<file path="src/rtl/irq_level_ctrl.sv">
module irq_level_ctrl #(
  parameter int NSRC  = 8,
  parameter int DEPTH = 3
) (
  input  logic                    clk,
  input  logic                    rst_n,
  input  logic [NSRC-1:0]         evt,
  input  logic                    wr_en,
  input  logic [1:0]              wr_kind,
  input  logic [$clog2(NSRC)-1:0] wr_src,
  input  logic [1:0]              wr_val,
  input  logic                    irq_ack,
  input  logic                    reti,
  output logic                    irq_req,
  output logic [$clog2(NSRC)-1:0] irq_vec,
  output logic [1:0]              irq_lvl,
  output logic [1:0]              cur_lvl,
  output logic                    gie_o,
  output logic                    wake
);
  localparam int IW = $clog2(NSRC);
  localparam int SW = $clog2(DEPTH + 1);

  logic [NSRC-1:0] flag, en, act;
  logic [1:0]      lvl [NSRC];
  logic [1:0]      stk_lvl [DEPTH];
  logic            stk_gie [DEPTH];
  logic [SW-1:0]   sp;
  logic [1:0]      best;
  logic [IW-1:0]   win;

  wire do_pop  = reti && (sp != '0);
  wire do_push = irq_ack && irq_req && !reti && (sp != SW'(DEPTH));

  always_comb begin
    for (int i = 0; i < NSRC; i++) act[i] = flag[i] && en[i] && (lvl[i] != 2'd3);
  end

  always_comb begin
    best = 2'd3;
    win  = '0;
    for (int i = 0; i < NSRC; i++) begin
      if (act[i] && lvl[i] < best) begin
        best = lvl[i];
        win  = IW'(i);
      end
    end
  end

  assign irq_vec = win;
  assign irq_lvl = best;
  assign irq_req = gie_o && (best != 2'd3) && (best < cur_lvl);
  assign wake    = |act;

  genvar g;
  generate
    for (g = 0; g < NSRC; g++) begin : g_src
      wire hit = wr_en && (wr_src == IW'(g));
      always_ff @(posedge clk or negedge rst_n) begin
        if (!rst_n) begin
          flag[g] <= 1'b0;
          en[g]   <= 1'b0;
          lvl[g]  <= 2'd3;
        end else begin
          if (evt[g])                                     flag[g] <= 1'b1;
          else if (hit && wr_kind == 2'd0 && !wr_val[0])  flag[g] <= 1'b0;
          if (hit && wr_kind == 2'd1) en[g] <= wr_val[0];
          if (hit && wr_kind == 2'd2) lvl[g] <= (wr_val == 2'd0) ? 2'd1 : wr_val;
        end
      end
    end
  endgenerate

  always_ff @(posedge clk or negedge rst_n) begin
    if (!rst_n) begin
      cur_lvl <= 2'd3;
      gie_o   <= 1'b0;
      sp      <= '0;
      for (int i = 0; i < DEPTH; i++) begin
        stk_lvl[i] <= 2'd3;
        stk_gie[i] <= 1'b0;
      end
    end else begin
      if (do_pop) begin
        cur_lvl <= stk_lvl[sp - SW'(1)];
        gie_o   <= stk_gie[sp - SW'(1)];
        sp      <= sp - SW'(1);
      end else begin
        if (wr_en && wr_kind == 2'd3) gie_o <= wr_val[0];
        if (do_push) begin
          stk_lvl[sp] <= cur_lvl;
          stk_gie[sp] <= gie_o;
          cur_lvl     <= best;
          sp          <= sp + SW'(1);
        end
      end
    end
  end
endmodule

</file>
<file path="config.mk">
export PLATFORM = sky130hd
export DESIGN_NAME = irq_level_ctrl
export DESIGN_NICKNAME = d
export VERILOG_FILES = /design/src/rtl/irq_level_ctrl.sv
export SDC_FILE = /design/constraint.sdc
export NUM_CORES = 1
export LEC_CHECK = 0
export ABC_AREA = 1
export ABC_CLOCK_PERIOD_IN_PS = 12400
export BUFFER_PORTS_ARGS = -buffer_cell sky130_fd_sc_hd__buf_4
export CORE_MARGIN = 2
export CORE_UTILIZATION = 35
export CTS_CLUSTER_DIAMETER = 40
export DETAILED_ROUTE_END_ITERATION = 7
export PLACE_DENSITY = 0.56
export SYNTH_ARGS = -nofsm -noshare
export SYNTH_HDL_FRONTEND = slang
export SYNTH_SLANG_ARGS = --single-unit
</file>
<file path="constraint.sdc">
create_clock -name clk -period 12.4 [get_ports clk]
set_input_delay 2.48 -clock clk [delete_from_list [all_inputs] [get_ports clk]]
set_output_delay 2.48 -clock clk [all_outputs]
set_load 0.02 [all_outputs]
</file>
---- Word level (Yosys, flattened, before mapping) ----
Index checks and enable logic that the tools add are counted.
storage, ports and cells
  bits of input ports ..................... 20
  register bits ........................... 46
  output and inout bits ................... 10
  logic and storage cells ................. 210
cells by class
  reductions and logical operators ........ 90
  order comparisons ....................... 12
  $add $sub $neg .......................... 2
  muxes and demuxes ....................... 50
  bitwise gates (word level) .............. 3
  equality and inequality tests ........... 20
operators by type and width
  operator                                                   number
  logical AND 1 bit                                          72
  two-way mux 2 bit                                          16
  two-way mux 1 bit                                          22
  nonzero test 2 bit                                         11
  inequality test 2 bit (second input constant)              10
  two-way mux 3 bit                                          6
  < comparator 2 bit                                         8
  equality test 3 bit (second input constant)                4
  OR reduction 8 bit                                         1
  bitwise mux 6 bit                                          1
  equality test 3 x 2 -> 1 bit (second input constant)       2
  greater-or-equal comparator 3 bit (second input constant)  2
  NOT 2 -> 3 bit                                             2
  binary-select mux 2 bit (select 2 bit)                     1
  demux 2 bit (select 2 bit)                                 1
  equality test 2 bit (second input constant)                2
  logical NOT 2 bit                                          2
  bitwise mux 3 bit                                          1
  equality test 3 x 1 -> 1 bit (second input constant)       1
  logical NOT 3 bit                                          1
  < comparator 3 x 1 -> 1 bit (second input constant)        1
  adder 2 x 1 -> 2 bit (second input constant)               1
  binary-select mux 1 bit (select 2 bit)                     1
  demux 1 bit (select 2 bit)                                 1
  other kinds (6)                                            7

---- Logic depth before layout (Yosys ltp) ----
  word-level depth ........................ 33
  mapped depth ............................ 39
  gate-level depth less buffers ........... 39

---- Least setup slack after synthesis ----
No wires, ideal clock.
  path type ............................... reg2out
  start ................................... reg lvl[15] in the netlist's numbering
  end ..................................... out irq_req
  arrival time ............................ 3.310 ns
  cell stages (with the launch flop) ...... 36
  setup slack ............................. 6.610 ns
  required time ........................... 9.920 ns
  buffers on the path ..................... 0
  path through ............................ dfstp_2 -> inv_1 -> nand3_1 -> nand2_1 -> nand2_1 -> nand2_1 -> nand2_2 -> nand3_2 -> nand2_2 -> nand2_2 -> nand2_2 -> nand3_2 -> nand2_2 -> nand2_2 -> nand2_2 -> nand3_2 -> nand2_2 -> nand2_2 -> nand2_2 -> nand3_2 -> nand2_2 -> nand2_1 -> nand2_2 -> nand3_2 -> nand2_2 -> nand2_4 -> nand2_4 -> nand3_2 -> nand2_4 -> nand2_4 -> nand2_2 -> nand2_2 -> ha_1 -> nor2_1 -> nand2_4 -> nor2_8
between the ends
  cells in the longest elaborated chain, start to end .. 28
  elaborated cells on any way between the ends .. 30
  those cells by class .................... order compare (9); eq/ne (2); mux (8); reduce/logical (11)
ends and longest elaborated chain
  what                             RTL line  RTL
  start, declared                  25        logic [1:0] lvl [NSRC];
  start signal, assigned by index  68        if (hit && wr_kind == 2'd2) lvl[g] <= (wr_val == 2'd0) ? 2'd1 : wr_val;
  inequality test 2 bit            36        for (int i = 0; i < NSRC; i++) act[i] = flag[i] && en[i] && (lvl[i] != 2'd3);
  logical AND 1 bit                36
  logical AND 1 bit                43        if (act[i] && lvl[i] < best) begin
  two-way mux 2 bit *              43
  < comparator 2 bit               43
  logical AND 1 bit                43
  two-way mux 2 bit *              43
  < comparator 2 bit               43
  [... 13 more ...]                --
  two-way mux 2 bit *              43
  < comparator 2 bit               43
  logical AND 1 bit                43
  two-way mux 2 bit *              43
  via irq_lvl[1]                   16        output logic [1:0] irq_lvl,
  inequality test 2 bit            52        assign irq_req = gie_o && (best != 2'd3) && (best < cur_lvl);
  logical AND 1 bit                52
  logical AND 1 bit *              52
  end, declared                    14        output logic irq_req,
Mark *: on every way through the listed nets, which the timed path passes. The rest lies on a longest branch.

---- Worst setup path after layout ----
  start ................................... reg lvl[15] in the netlist's numbering
  end ..................................... out irq_req
between the ends
  cells in the longest elaborated chain, start to end .. 28
  elaborated cells on any way between the ends .. 30
  those cells by class .................... order compare (9); eq/ne (2); mux (8); reduce/logical (11)
ends and longest elaborated chain
  what                   RTL line
  inequality test 2 bit  36
  logical AND 1 bit      36
  logical AND 1 bit      43
  two-way mux 2 bit *    43
  < comparator 2 bit     43
  logical AND 1 bit      43
  two-way mux 2 bit *    43
  < comparator 2 bit     43
  [... 12 more ...]      --
  logical AND 1 bit      43
  two-way mux 2 bit *    43
  < comparator 2 bit     43
  logical AND 1 bit      43
  two-way mux 2 bit *    43
  inequality test 2 bit  52
  logical AND 1 bit      52
  logical AND 1 bit *    52
Every way passes the cells marked *; elsewhere a longest branch is shown, timed or not.

==> PnR_summary.wiki <==
{| class="wikitable"
! Metric !! Value
|-
| Clock slew at reported path FFs || around 0.09 ns
|-
| Sequential-to-total area share from yosys stat || 42.2%
|-
| Last weighted congestion value of the routability-driven placer || just under 0.9
|-
| Unrepaired setup endpoints after global routing || no
|-
| Number of failing hold endpoints at the final stage || 0
|-
| Count of buffers from port buffering || 29
|-
| Congestion Overflow GR || 0
|-
| Number of storage elements in the synthesis netlist || between 40 and 50
|-
| Final std cell area, no fill || between 3000 and 4000 um2
|-
| Worst EP arrival || just under 4 ns
|-
| Gates resized, CTS repair || 0
|-
| Remaining DRCs || 0
|-
| Period utilization || ~52%
|-
| Height of the die || about 93 um
|-
| Maximum number of pins on one net before global-route repair || between 40 and 50
|-
| Count of warnings emitted by yosys || 0
|-
| FF-to-FF Start || lvl[15]$_DFFE_PN1P_
|-
| Via count || 2,401
|-
| Kind of start point of the critical path || flop
|-
| Period minus WS final || between 6 and 7 ns
|-
| Final setup fails || 0
|-
| Width of the die || roughly 93 um
|-
| Final setup skew || roughly 0.0085 ns
|-
| Initial antenna violation count || 0
|-
| Source of the worst hold timing path || stk_gie[0]$_DFFE_PN0P_
|-
| Post-synthesis cell area || between 2000 and 3000 um2
|-
| Syn avg cell area || just under 8 um2
|-
| Die Footprint || slightly below 9000 um2
|-
| TritonRoute pass-1 iters || 4
|-
| Detailed Route Iter0 Violations || approximately 120
|-
| Static leakage || between 1.5 and 2 nW
|-
| Maximum buffer depth of the clock tree || 2
|-
| Cell Count Post-Placement || 491
|-
| Peak clock frequency supported by timing || between 150 and 200 MHz
|-
| Num ports || 30
|-
| Detailed Place HPWL || 5100 um
|-
| Overall routed net length || 6500 um
|-
| Crit-path max cell delay || around 0.55 ns
|-
| Total clock buffers created by CTS || 5
|-
| End-of-flow core utilization || ~42%
|-
| Number of antenna diodes || 0
|-
| Master cell of the clock root buffer || sky130_fd_sc_hd__clkbuf_8
|-
| Core Rows || 32
|-
| CP Data Required Time || just under 10 ns
|-
| Via density || a little under 5
|-
| Mean routed wirelength per cell || around 13 um
|-
| Transition time of the tightest slew-check pin || between 0.7 and 0.8 ns
|-
| Run status || complete, no violations
|-
| Area grow syn2layout || 16.0%
|-
| Placed Instance Area || roughly 3100 um2
|-
| Timing startpoint of the critical path || lvl[15]$_DFFE_PN1P_
|-
| Share of cells above drive strength 1 || between 20% and 30%
|-
| CP Capture Type || output pin
|-
| Synthesized instance count || approximately 360
|-
| Grt peak-use layer || met2
|-
| Number of buffers added for setup after CTS || 0
|-
| Ratio of total power to cell area || 204 nW/um2
|-
| Slew margin rel. || about 48%
|-
| Net count after synthesis || 388
|-
| Clock Sink Count || between 40 and 50
|-
| Area inside the core boundary || around 7700 um2
|-
| Number of nets in the layout || around 420
|-
| Global-route wire length before repair || 11,100 um
|-
| CTS tree || yes
|-
| Classification of the worst-slack hold path || reg -> reg
|-
| Setup tns final || 0 ns
|-
| Max-cap viol count || 0
|-
| Critical path peak fanout || 7
|-
| GR Layer Usage met1 || a little under a quarter
|-
| Met3 routing resource usage after global routing || roughly 2.6%
|-
| Initial core utilization || a little over a third
|-
| Number of global-route vias before repair || approximately 2,300
|-
| Skew-Pair Late Insertion Delay || a little under 0.3 ns
|-
| Antenna Violating Nets Remaining || 0
|-
| Cts-stage hold buffer count || 0
|-
| Global routing usage on met2 || 26.8%
|-
| CTS H-Tree Depth || 2
|-
| Pins Over Slew Limit || 0
|-
| Netlist cell types || 30
|-
| Slowest stage cell, crit path || sky130_fd_sc_hd__dfstp_2
|-
| Layout Cells excl Fill || between 400 and 500
|-
| Critical Path Most Common Cell || sky130_fd_sc_hd__nand2_2
|-
| Global-route usage over all layers || 16.3%
|-
| Worst setup path category || reg -> out
|-
| Worst-case vdd ir drop || 0.105 mV
|}
## layer usage
layer | wire length, um | part of all wire, %
met2 | 3000 | 46
met5 | 0 | 0
met1 | 3240 | 50
met3 | 223 | 3.4
met4 | 29 | 0.45
## cell type report
class                      count  area [um2]
timing repair buffer          29         218
clock buffer                   6        72.6
tap                          102         128
inverter                      50         188
sequential                    46        1180
fill                         792        4480
multi-input combinational    264        1420
clock inverter                 2        37.5
## where the power goes
| part | total [mW] | switching (mW) | internal (mW) |
|---|---|---|---|
| clock | 0.111 | 0.0506 | 0.0602 |
| combinational | 0.326 | 0.208 | 0.118 |
| sequential | 0.226 | 0.0299 | 0.196 |
## flip-flops by register name, summed over array words and instances (netlist names)
signal / cells
lvl: 16
gie_o: 1
stk_gie: 3
sp: 2
cur_lvl: 2
en: 8
flag: 8
stk_lvl: 6
## stage by stage
step                      total power [mW]  hold WS, ns  worst slack (ns)
final                                0.663        0.455              5.95
after global routing                 0.721        0.490              5.50
after CTS                            0.667        0.456              5.91
after detailed placement             0.555        0.436              6.26
after global placement               0.548        0.439              6.39
after floorplan                      0.466        0.419              6.61
## Yosys cell counts
| master | count | area, um2 |
|---|---|---|
| sky130_fd_sc_hd__a21boi_0 | 1 | 7.51 |
| sky130_fd_sc_hd__a21o_1 | 6 | 45.0 |
| sky130_fd_sc_hd__a21oi_1 | 12 | 60.1 |
| sky130_fd_sc_hd__a21oi_2 | 2 | 17.5 |
| sky130_fd_sc_hd__a31oi_1 | 5 | 31.3 |
| sky130_fd_sc_hd__and2_2 | 1 | 7.51 |
| sky130_fd_sc_hd__clkbuf_1 | 2 | 7.51 |
| sky130_fd_sc_hd__clkinv_1 | 3 | 11.3 |
| sky130_fd_sc_hd__dfrtp_1 | 22 | 551 |
| sky130_fd_sc_hd__dfstp_2 | 24 | 631 |
| sky130_fd_sc_hd__ha_1 | 6 | 75.1 |
| sky130_fd_sc_hd__inv_1 | 44 | 165 |
| sky130_fd_sc_hd__inv_2 | 3 | 11.3 |
| sky130_fd_sc_hd__nand2_1 | 92 | 345 |
| sky130_fd_sc_hd__nand2_2 | 20 | 125 |
| sky130_fd_sc_hd__nand2_4 | 6 | 67.6 |
| sky130_fd_sc_hd__nand3_1 | 23 | 115 |
| sky130_fd_sc_hd__nand3_2 | 6 | 60.1 |
| sky130_fd_sc_hd__nand4_1 | 17 | 106 |
| sky130_fd_sc_hd__nand4_2 | 1 | 12.5 |
| sky130_fd_sc_hd__nor2_1 | 23 | 86.3 |
| sky130_fd_sc_hd__nor2_2 | 2 | 12.5 |
| sky130_fd_sc_hd__nor2_8 | 1 | 20.0 |
| sky130_fd_sc_hd__o2111ai_1 | 1 | 8.76 |
| sky130_fd_sc_hd__o211ai_1 | 4 | 30.0 |
| sky130_fd_sc_hd__o21ai_0 | 29 | 145 |
| sky130_fd_sc_hd__o21ai_1 | 1 | 5.00 |
| sky130_fd_sc_hd__o311ai_0 | 1 | 8.76 |
| sky130_fd_sc_hd__o31ai_1 | 3 | 22.5 |
| sky130_fd_sc_hd__xor2_1 | 1 | 8.76 |
## path summary, 6_finish.rpt
path                                          endpoint  slack (ns)  depth (start not counted)
min in group asynchronous          flag[2]$_DFFE_PN0P_        2.19                          1
worst max-delay path                           irq_req        5.95                         36
worst max register to register  stk_lvl[2]$_DFFE_PN1P_        8.46                         38
worst min register to register  stk_gie[0]$_DFFE_PN0P_        0.46                          2
worst min-delay path            stk_gie[0]$_DFFE_PN0P_        0.46                          2
max in group asynchronous            en[4]$_DFFE_PN0P_        9.82                          1
## cells by family (layout without fill, tap and decap cells)
family | after synthesis | in the layout | share of synthesized area (%)
XOR/XNOR | 1 | 1 | 0.313
AND/OR/NAND/NOR | 192 | 192 | 34.2
buffers and inverters | 52 | 87 | 6.97
adder cells (fa/ha/maj) | 6 | 6 | 2.68
AO/OA/AOI/OAI | 65 | 65 | 13.6
flip-flops | 46 | 46 | 42.2
## cells in the final DEF (no fill, tap or decap), types with 2 or more instances in the layout
master                     synthesis  final
sky130_fd_sc_hd__nor2_2            2      2
sky130_fd_sc_hd__inv_1            44     44
sky130_fd_sc_hd__nand2_1          92     92
sky130_fd_sc_hd__o211ai_1          4      4
sky130_fd_sc_hd__o31ai_1           3      3
sky130_fd_sc_hd__clkinv_1          3      3
sky130_fd_sc_hd__dfrtp_1          22     22
sky130_fd_sc_hd__dfstp_2          24     24
sky130_fd_sc_hd__inv_2             3      3
sky130_fd_sc_hd__a31oi_1           5      5
sky130_fd_sc_hd__nand2_2          20     20
sky130_fd_sc_hd__nand3_2           6      6
sky130_fd_sc_hd__clkbuf_8          0      5
sky130_fd_sc_hd__a21oi_2           2      2
sky130_fd_sc_hd__a21o_1            6      6
sky130_fd_sc_hd__buf_4             0     29
sky130_fd_sc_hd__a21oi_1          12     12
sky130_fd_sc_hd__nand4_1          17     17
sky130_fd_sc_hd__o21ai_0          29     29
sky130_fd_sc_hd__ha_1              6      6
sky130_fd_sc_hd__nand2_4           6      6
sky130_fd_sc_hd__nand3_1          23     23
sky130_fd_sc_hd__nor2_1           23     23
## critical path, delay by kind of cell, from the launching register on
kind,cells,cell delay (ns)
buffers and inverters,2,0.21
flip-flops,1,0.55
AND/OR/NAND/NOR,33,2.72
adder cells (fa/ha/maj),1,0.21
(Power assumes the default switching activity.)
